## src/rtl/dslp_pkg.sv

```systemverilog
package dslp_pkg;
  typedef enum logic [2:0] {
    ST_IDLE,
    ST_SHUTDOWN,
    ST_ASLEEP,
    ST_COUNTING,
    ST_AWAKE
  } dslp_state_e;

  localparam logic ADDR_CTRL = 1'b0;
  localparam logic ADDR_WCNT = 1'b1;
  localparam int   CTRL_EN_BIT   = 0;
  localparam int   CTRL_DONE_BIT = 1;
endpackage

```

## src/rtl/dslp_sync.sv

```systemverilog
module dslp_sync #(
  parameter int   STAGES  = 2,
  parameter logic RST_VAL = 1'b1
) (
  input  logic clk,
  input  logic rst,
  input  logic d,
  output logic q
);
  logic [STAGES-1:0] shreg;

  always_ff @(posedge clk) begin
    if (rst) shreg <= {STAGES{RST_VAL}};
    else     shreg <= {shreg[STAGES-2:0], d};
  end

  assign q = shreg[STAGES-1];
endmodule

```

## src/rtl/dslp_regs.sv

```systemverilog
module dslp_regs
  import dslp_pkg::*;
#(
  parameter int DATA_W = 16,
  parameter int CNT_W  = 16
) (
  input  logic              clk,
  input  logic              rst,
  input  logic              wr_en,
  input  logic              addr,
  input  logic [DATA_W-1:0] wdata,
  output logic [DATA_W-1:0] rdata,
  input  logic              set_done,
  output logic              sleep_en,
  output logic              done,
  output logic [CNT_W-1:0]  cnt_cfg
);
  logic [DATA_W-1:0] ctrl_word;
  logic              wr_ctrl;
  logic              wr_wcnt;

  assign wr_ctrl = wr_en && (addr == ADDR_CTRL);
  assign wr_wcnt = wr_en && (addr == ADDR_WCNT);

  always_comb begin
    ctrl_word                = '0;
    ctrl_word[CTRL_EN_BIT]   = sleep_en;
    ctrl_word[CTRL_DONE_BIT] = done;
  end

  always_ff @(posedge clk) begin
    if (rst) begin
      sleep_en <= 1'b0;
      done     <= 1'b0;
      cnt_cfg  <= '0;
      rdata    <= '0;
    end else begin
      if (wr_ctrl) sleep_en <= wdata[CTRL_EN_BIT];
      if (wr_ctrl && wdata[CTRL_DONE_BIT]) done <= 1'b0;
      if (set_done) done <= 1'b1;
      if (wr_wcnt) cnt_cfg <= wdata[CNT_W-1:0];
      rdata <= (addr == ADDR_CTRL) ? ctrl_word : DATA_W'(cnt_cfg);
    end
  end
endmodule

```

## src/rtl/dslp_wake_cnt.sv

```systemverilog
module dslp_wake_cnt #(
  parameter int CNT_W = 16
) (
  input  logic             clk,
  input  logic             rst,
  input  logic             clr,
  input  logic             inc,
  input  logic [CNT_W-1:0] target,
  output logic [CNT_W-1:0] cnt_q,
  output logic             hit
);
  logic [CNT_W:0] cnt_nxt;

  assign cnt_nxt = {1'b0, cnt_q} + (CNT_W+1)'(1);
  assign hit     = (cnt_nxt == {1'b0, target});

  always_ff @(posedge clk) begin
    if (rst || clr) cnt_q <= '0;
    else if (inc)   cnt_q <= cnt_nxt[CNT_W-1:0];
  end
endmodule

```

## src/rtl/dslp_fsm.sv

```systemverilog
module dslp_fsm
  import dslp_pkg::*;
#(
  parameter int SHUT_CYC = 3,
  localparam int SD_W = $clog2(SHUT_CYC + 1)
) (
  input  logic        clk,
  input  logic        rst,
  input  logic        enable,
  input  logic        req_low,
  input  logic        hit,
  output dslp_state_e state_q,
  output logic        cnt_clr,
  output logic        cnt_inc,
  output logic        wake_evt,
  output logic        gate_en
);
  dslp_state_e     state_n;
  logic [SD_W-1:0] sd_q;

  always_comb begin
    state_n = state_q;
    cnt_inc = 1'b0;
    case (state_q)
      ST_IDLE:     if (enable && req_low) state_n = ST_SHUTDOWN;
      ST_SHUTDOWN: if (sd_q == SD_W'(SHUT_CYC - 1)) state_n = ST_ASLEEP;
      ST_ASLEEP, ST_COUNTING: begin
        if (!req_low) begin
          cnt_inc = 1'b1;
          state_n = hit ? ST_AWAKE : ST_COUNTING;
        end
      end
      ST_AWAKE: begin
        if (!enable)      state_n = ST_IDLE;
        else if (req_low) state_n = ST_SHUTDOWN;
      end
      default: state_n = ST_IDLE;
    endcase
  end

  assign cnt_clr  = (state_n == ST_SHUTDOWN) && (state_q != ST_SHUTDOWN);
  assign wake_evt = (state_n == ST_AWAKE) && (state_q != ST_AWAKE);

  always_ff @(posedge clk) begin
    if (rst) begin
      state_q <= ST_IDLE;
      sd_q    <= '0;
      gate_en <= 1'b1;
    end else begin
      state_q <= state_n;
      sd_q    <= (state_q == ST_SHUTDOWN) ? sd_q + SD_W'(1) : '0;
      gate_en <= !((state_n == ST_ASLEEP) || (state_n == ST_COUNTING));
    end
  end
endmodule

```

## src/rtl/dslp_wake_ctrl.sv

```systemverilog
module dslp_wake_ctrl
  import dslp_pkg::*;
#(
  parameter int DATA_W      = 16,
  parameter int CNT_W       = 16,
  parameter int SHUT_CYC    = 3,
  parameter int SYNC_STAGES = 2
) (
  input  logic              clk_osc,
  input  logic              rst,
  input  logic              reg_wr_en,
  input  logic              reg_addr,
  input  logic [DATA_W-1:0] reg_wdata,
  output logic [DATA_W-1:0] reg_rdata,
  input  logic              sleep_req_n,
  output logic              clk_gate_en,
  output logic              wake_done
);
  logic             req_sync;
  logic             req_low;
  logic             sleep_en;
  logic [CNT_W-1:0] cnt_cfg;
  logic [CNT_W-1:0] target;
  logic [CNT_W-1:0] wake_cnt_q;
  logic             hit;
  logic             cnt_clr;
  logic             cnt_inc;
  logic             wake_evt;
  dslp_state_e      state;

  dslp_sync #(.STAGES(SYNC_STAGES), .RST_VAL(1'b1)) u_sync (
    .clk(clk_osc), .rst(rst), .d(sleep_req_n), .q(req_sync)
  );
  assign req_low = !req_sync;

  dslp_regs #(.DATA_W(DATA_W), .CNT_W(CNT_W)) u_regs (
    .clk(clk_osc), .rst(rst), .wr_en(reg_wr_en), .addr(reg_addr),
    .wdata(reg_wdata), .rdata(reg_rdata), .set_done(wake_evt),
    .sleep_en(sleep_en), .done(wake_done), .cnt_cfg(cnt_cfg)
  );

  assign target = (cnt_cfg == '0) ? CNT_W'(1) : cnt_cfg;

  dslp_wake_cnt #(.CNT_W(CNT_W)) u_cnt (
    .clk(clk_osc), .rst(rst), .clr(cnt_clr), .inc(cnt_inc),
    .target(target), .cnt_q(wake_cnt_q), .hit(hit)
  );

  dslp_fsm #(.SHUT_CYC(SHUT_CYC)) u_fsm (
    .clk(clk_osc), .rst(rst), .enable(sleep_en), .req_low(req_low),
    .hit(hit), .state_q(state), .cnt_clr(cnt_clr), .cnt_inc(cnt_inc),
    .wake_evt(wake_evt), .gate_en(clk_gate_en)
  );
endmodule

```

## config.mk

```make
export PLATFORM = sky130hd
export DESIGN_NAME = dslp_wake_ctrl
export DESIGN_NICKNAME = d
export VERILOG_FILES = /design/src/rtl/dslp_pkg.sv /design/src/rtl/dslp_sync.sv /design/src/rtl/dslp_regs.sv /design/src/rtl/dslp_wake_cnt.sv /design/src/rtl/dslp_fsm.sv /design/src/rtl/dslp_wake_ctrl.sv
export SDC_FILE = /design/constraint.sdc
export NUM_CORES = 1
export LEC_CHECK = 0
export CAP_MARGIN = 20
export CORE_MARGIN = 2
export CORE_UTILIZATION = 49
export CTS_CLUSTER_DIAMETER = 60
export DETAILED_ROUTE_END_ITERATION = 7
export GPL_ROUTABILITY_DRIVEN = 0
export PLACE_DENSITY = 0.73
export SLEW_MARGIN = 20
export SYNTH_ARGS = -nofsm -noshare
export SYNTH_HDL_FRONTEND = slang
export SYNTH_SLANG_ARGS = --single-unit
```

## constraint.sdc

```tcl
create_clock -name clk_osc -period 1.8 [get_ports clk_osc]
set_input_delay 0.27 -clock clk_osc [delete_from_list [all_inputs] [get_ports clk_osc]]
set_output_delay 0.27 -clock clk_osc [all_outputs]
set_load 0.02 [all_outputs]
```

# == Word level (Yosys, flattened, before mapping) ==
# Index checks and enable logic that the tools add are counted.
# Widths: inputs -> output; s select.
# totals
reg_bits,58
output_inout_bits,18
inputBits,21
elab_cells,55
# op_classes
add_sub_neg,2
n_reduce_logical,16
bitwise,2
n_eq_ne,12
n_mux,13
# ops
cell,n
$mux 3,6
$add 16x1->17 const B,1
$eq 17x16->1,1
$logic_not 16->1,1
$mux 16,1
$eq 3x2->1 const B,4
$pmux 3 s4,1
$eq 3x1->1 const B,2
$eq 3x3->1 const B,2
$logic_and 1x1->1,6
$reduce_or 2->1,3
$mux 1,4
$logic_not 3->1,1
$ne 3x1->1 const B,1
$ne 3x3->1 const B,1
$add 2x1->2 const B,1
$eq 2x2->1 const B,1
$logic_not 1->1,2
$logic_or 1x1->1,2
$mux 2,1
$not 1->1,2
$reduce_bool 2->1,1

# == Depth between registers and ports, before layout ==
# depth
ltp_word,9
depth_mapped,7
depth_no_buf,7

# == Cells and area by module ==
# Synthesis repeated with hierarchy kept, for this count alone.
# unflattened
hier_cells,317
area_unflattened_um2,2956.6
# by_module_without_submodules
module,instances,seq_area_each_um2,cells_per_inst,area_per_inst_um2
dslp_regs,1,680.7,118,1331.3
dslp_wake_cnt,1,320.3,147,1192.4
dslp_fsm,1,120.1,27,286.5
dslp_wake_ctrl,1,0.0,21,93.8
dslp_sync,1,40.0,4,52.6

# == Least setup slack after synthesis ==
# OpenSTA, ideal clock, no wires.
# synth_path
path_type,flip-flop to flip-flop
from,register u_cnt.cnt_q[0]
to,register u_fsm.state_q[0]
path_stages_with_launch,8
t_arrival_ns,1.862
n_path_buf,0
setup_time_ns,0.120
setup_slack_ns,-0.182
required_ns,1.680
period_less_slack_ns,1.982
path_cell_list,dfxtp_1 > ha_1 > nand3_2 > nor4_2 > xnor2_1 > a2111oi_4 > and4_4 > o31ai_1
# synth_via
elab_chain_len,5
# synth_lines
element,line,rtl
start: declaration,dslp_wake_cnt.sv:9,"output logic [CNT_W-1:0] cnt_q,"
start signal: assignment,dslp_wake_cnt.sv:19,else if (inc) cnt_q <= cnt_nxt[CNT_W-1:0];
$add 16x1->17,dslp_wake_cnt.sv:14,"assign cnt_nxt = {1'b0, cnt_q} + (CNT_W+1)'(1);"
$eq 17x16->1,dslp_wake_cnt.sv:15,"assign hit = (cnt_nxt == {1'b0, target});"
$mux 3,dslp_fsm.sv:30,state_n = hit ? ST_AWAKE : ST_COUNTING;
$mux 3,dslp_fsm.sv:28,if (!req_low) begin
$pmux 3 s4,dslp_fsm.sv:24,case (state_q)
end signal: assignment,dslp_fsm.sv:50,state_q <= state_n;
end: declaration,dslp_fsm.sv:12,"output dslp_state_e state_q,"
# No other way between the ends.
# A chain may end at the register's enable or synchronous reset.

# == Final worst setup path ==
# layout_path
from,register u_cnt.cnt_q[7]
to,register u_fsm.state_q[0]
# Same word-level chain as after synthesis.

==> flow_summary.ini <==
[logic_synthesis]
synth-simple-area-share_pct = 29.2
async_flop_share_pct = 0
synth_cell_types = 53
synth_top_family_by_area = simple AND/OR/NAND/NOR gates
synth.top_cell.area_share_pct = 42.8
synth-seq-area-share_pct = 42.8
synth_xor_area_share_pct = 10.0
syn_nets = 337
ys_ff_latch = 58
yosys.area.top_type = dfxtp_1
synthMuxAreaShare_pct = 1.11
synth.avg_cell_area_sq_um = 8.64
synth_area_leaders = dfxtp_1, nand2_1, xnor2_1
synth-edff-count = 0
syn_area_sq_um = 2710
synth.most_common_cell = dfxtp_1
synth_common_cells = dfxtp_1, nand2_1, nor2_1
ys.flop_type = dfxtp_1
synth_fa_ha_area_share_pct = 0.922
postSynthCellCount = 314
synth-compound-area-share_pct = 12.6
yosys_warnings = 0

[cells_and_area]
final_nets = 415
area_growth_pct = 43.4
antenna_cells = 0
drive_gt1_share_pct = 28.0
stdcell_area_sq_um = 3890

[floorplan]
num_io_pins = 39
initial_core_util_pct = 49.9
core_area_sq_um = 5440
die_x_microns = 78.4
die_area_sq_um = 6150
die_h_microns = 78.4
row_count = 27

[detailed_routing]
postRouteAntennaNets = 0
wl_microns = 7100
drt-vias-per-instance = 5.33
vias = 2502
drc = 0
drt_iter0_markers = 183
wl_per_cell_microns = 15.1
dr.pass1.iters = 4

[hold_path]
hold_class = flip-flop to flip-flop

[sta]
setup_violations = 5
rsz0062_at_grt = yes
worst_pin_slew_ns = 0.994
clock_skew_ns = 0.00857
finalWorstSetupSlack_ns = -0.0845
relSlewSlack_pct = 33.6
period_needed_ns = 1.88
fin_crit_sh_pct = 105
max_freq_ghz = 0.531
maxSlewViolCount = 0
hold_violations = 0

[global_route]
overflow = 0
grt_pass1_wl_microns = 11800
grt_start_max_net_pins = 24
antenna_found_initial = 0
grt.total_usage_pct = 25.0
grt_pass1_vias = 2518

[power_and_ir_drop]
pwr-share-clk_pct = 47.1
p_leak_nw = 1.49
p_seq_share_pct = 43.7
max-vdd-ir-drop_mv = 0.791
power.density_nw_per_um2 = 778
swShare_pct = 22.7
finalPower_mw = 3.03
p_switching_mw = 0.687
comb_power_share_pct = 9.2
intPower_mw = 2.34

[clocking]
clkTransAtPathRegs_ns = 0.07
worstSkewPairLatency_ns = 0.35
cts-htree-levels = 3
ctsRootBufferMaster = clkbuf_8
cts_tree = yes
ctsHoldBuffers = 0
cts_buffers = 9
numClockSinks = 58
cts.path.max_buffers = 2

[worst_setup_path]
cp_max_fo = 6
cp.arrival_ns = 2.13
cp-startpoint = u_cnt.cnt_q[7]$_SDFFE_PP0P_
crit_required_ns = 2.04
r2r-end = u_fsm.state_q[0]$_SDFF_PP0_
crit_path_start_kind = flip-flop
setup.worst_path.end_class = flip-flop
timing.reg2reg.setup_slack_ns = -0.08
crit_path_end = u_fsm.state_q[0]$_SDFF_PP0_
path_class = flip-flop to flip-flop
r2r_cells = 7
r2r-start = u_cnt.cnt_q[7]$_SDFFE_PP0P_

[placement]
io_buffer_count = 38
placed_area_sq_um = 3440
place_hpwl_microns = 4990

[status]
violations = setup timing
status = complete, but fails checks

[run]
cap_violations = 0
## how the worst min path moves through the flow
| stage | startpoint | end | slack [ns] | cells after the start |
|---|---|---|---|---|
| final | u_sync.shreg[0]$_SDFF_PP1_ | u_sync.shreg[1]$_SDFF_PP1_ | 0.42 | 1 |
| after global routing | u_sync.shreg[0]$_SDFF_PP1_ | u_sync.shreg[1]$_SDFF_PP1_ | 0.44 | 1 |
| after CTS | u_fsm.sd_q[0]$_SDFF_PP0_ | u_fsm.sd_q[0]$_SDFF_PP0_ | 0.43 | 1 |
| after detailed placement | u_sync.shreg[0]$_SDFF_PP1_ | u_sync.shreg[1]$_SDFF_PP1_ | 0.40 | 1 |
| after global placement | u_sync.shreg[0]$_SDFF_PP1_ | u_sync.shreg[1]$_SDFF_PP1_ | 0.39 | 1 |
| after floorplan | sleep_req_n | u_sync.shreg[0]$_SDFF_PP1_ | 0.37 | 1 |
## critical path, stage by stage (launching register included)
cell,delay [ns]
dfxtp_4,0.40
nand4_4,0.18
buf_4,0.19
nor3_2,0.16
xnor2_1,0.13
a2111oi_4,0.36
and4_4,0.29
o31ai_1,0.08
## cells in the final DEF (no fill, tap or decap), types with 4 or more instances in the layout
master,instances
a21oi_1,24
nand3_1,7
inv_1,6
dfxtp_4,6
xnor2_1,17
buf_4,44
nor2b_1,4
nor2_1,28
clkdlybuf4s50_1,38
and2_1,16
dfxtp_1,44
nand2_1,51
dfxtp_2,8
xor2_1,11
clkbuf_8,12
nand4_1,5
nor3_1,4
o21ai_0,4
## cell type report
cell class | instances | area (sq um)
Tap cell | 72 | 90.1
Inverter | 6 | 22.5
Multi-Input combinational cell | 235 | 1640
Timing Repair Buffer | 82 | 711
Sequential cell | 58 | 1190
Clock inverter | 4 | 72.6
Fill cell | 408 | 1550
Clock buffer | 12 | 165
## metal layers
layer | vias to the layer above | GRT usage [%] | part of all wire [%]
met5 | - | 0 | 0
met4 | 0 | 11.4 | 1.9
met3 | 14 | 6.78 | 4.7
met2 | 73 | 40.5 | 48
met1 | 1183 | 31.2 | 46
li1 | 1232 | - | -
## sequential cells by signal, summed over array words and instances (netlist names)
| name | flops |
|---|---|
| u_regs.rdata | 16 |
| u_regs.cnt_cfg | 16 |
| u_cnt.cnt_q | 16 |
| u_fsm.state_q | 3 |
| u_fsm.gate_en | 1 |
| u_sync.shreg | 2 |
| u_regs.sleep_en | 1 |
| u_regs.done | 1 |
| u_fsm.sd_q | 2 |
## per-stage QoR
stage | util (%) | std cells | TNS (ns) | hold slack (ns) | setup WS [ns]
after global routing | 71.6 | 469 | -0.684 | 0.441 | -0.155
after detailed placement | 63.2 | 449 | -1.06 | 0.397 | -0.196
after global placement | 63.2 | 449 | -1.33 | 0.393 | -0.176
final | 71.6 | 469 | -0.291 | 0.420 | -0.0845
after floorplan | - | 314 | 0 | 0.374 | 0.00000655
after CTS | 70.6 | 467 | -0.112 | 0.426 | -0.0540
## cells by family (layout without fill, tap and decap cells)
| family | after synthesis | in the layout |
|---|---|---|
| buffers and inverters | 21 | 104 |
| xor gates and xnor gates | 31 | 31 |
| adders and majority gates | 2 | 2 |
| muxes | 3 | 3 |
| DFF | 58 | 58 |
| AOI/OAI and AO/OA | 50 | 50 |
| and+or+nand+nor | 149 | 149 |
## power groups by stage
stage	Sequential, mW	Combinational, mW	Clock, mW
final	1.32	0.278	1.42
after global routing	1.33	0.304	1.49
after CTS	1.32	0.275	1.43
after detailed placement	1.36	0.256	0
after global placement	1.36	0.251	0
after floorplan	1.36	0.121	0
## what timing repair did
action | in CTS | in global routing
endpoints found under the setup margin | 5 | 6
setup buffers | 2 | 2
pin swaps | 12 | 7
resized for setup | 37 | 9
cloned | 0 | 0
(Power assumes the default switching activity.)
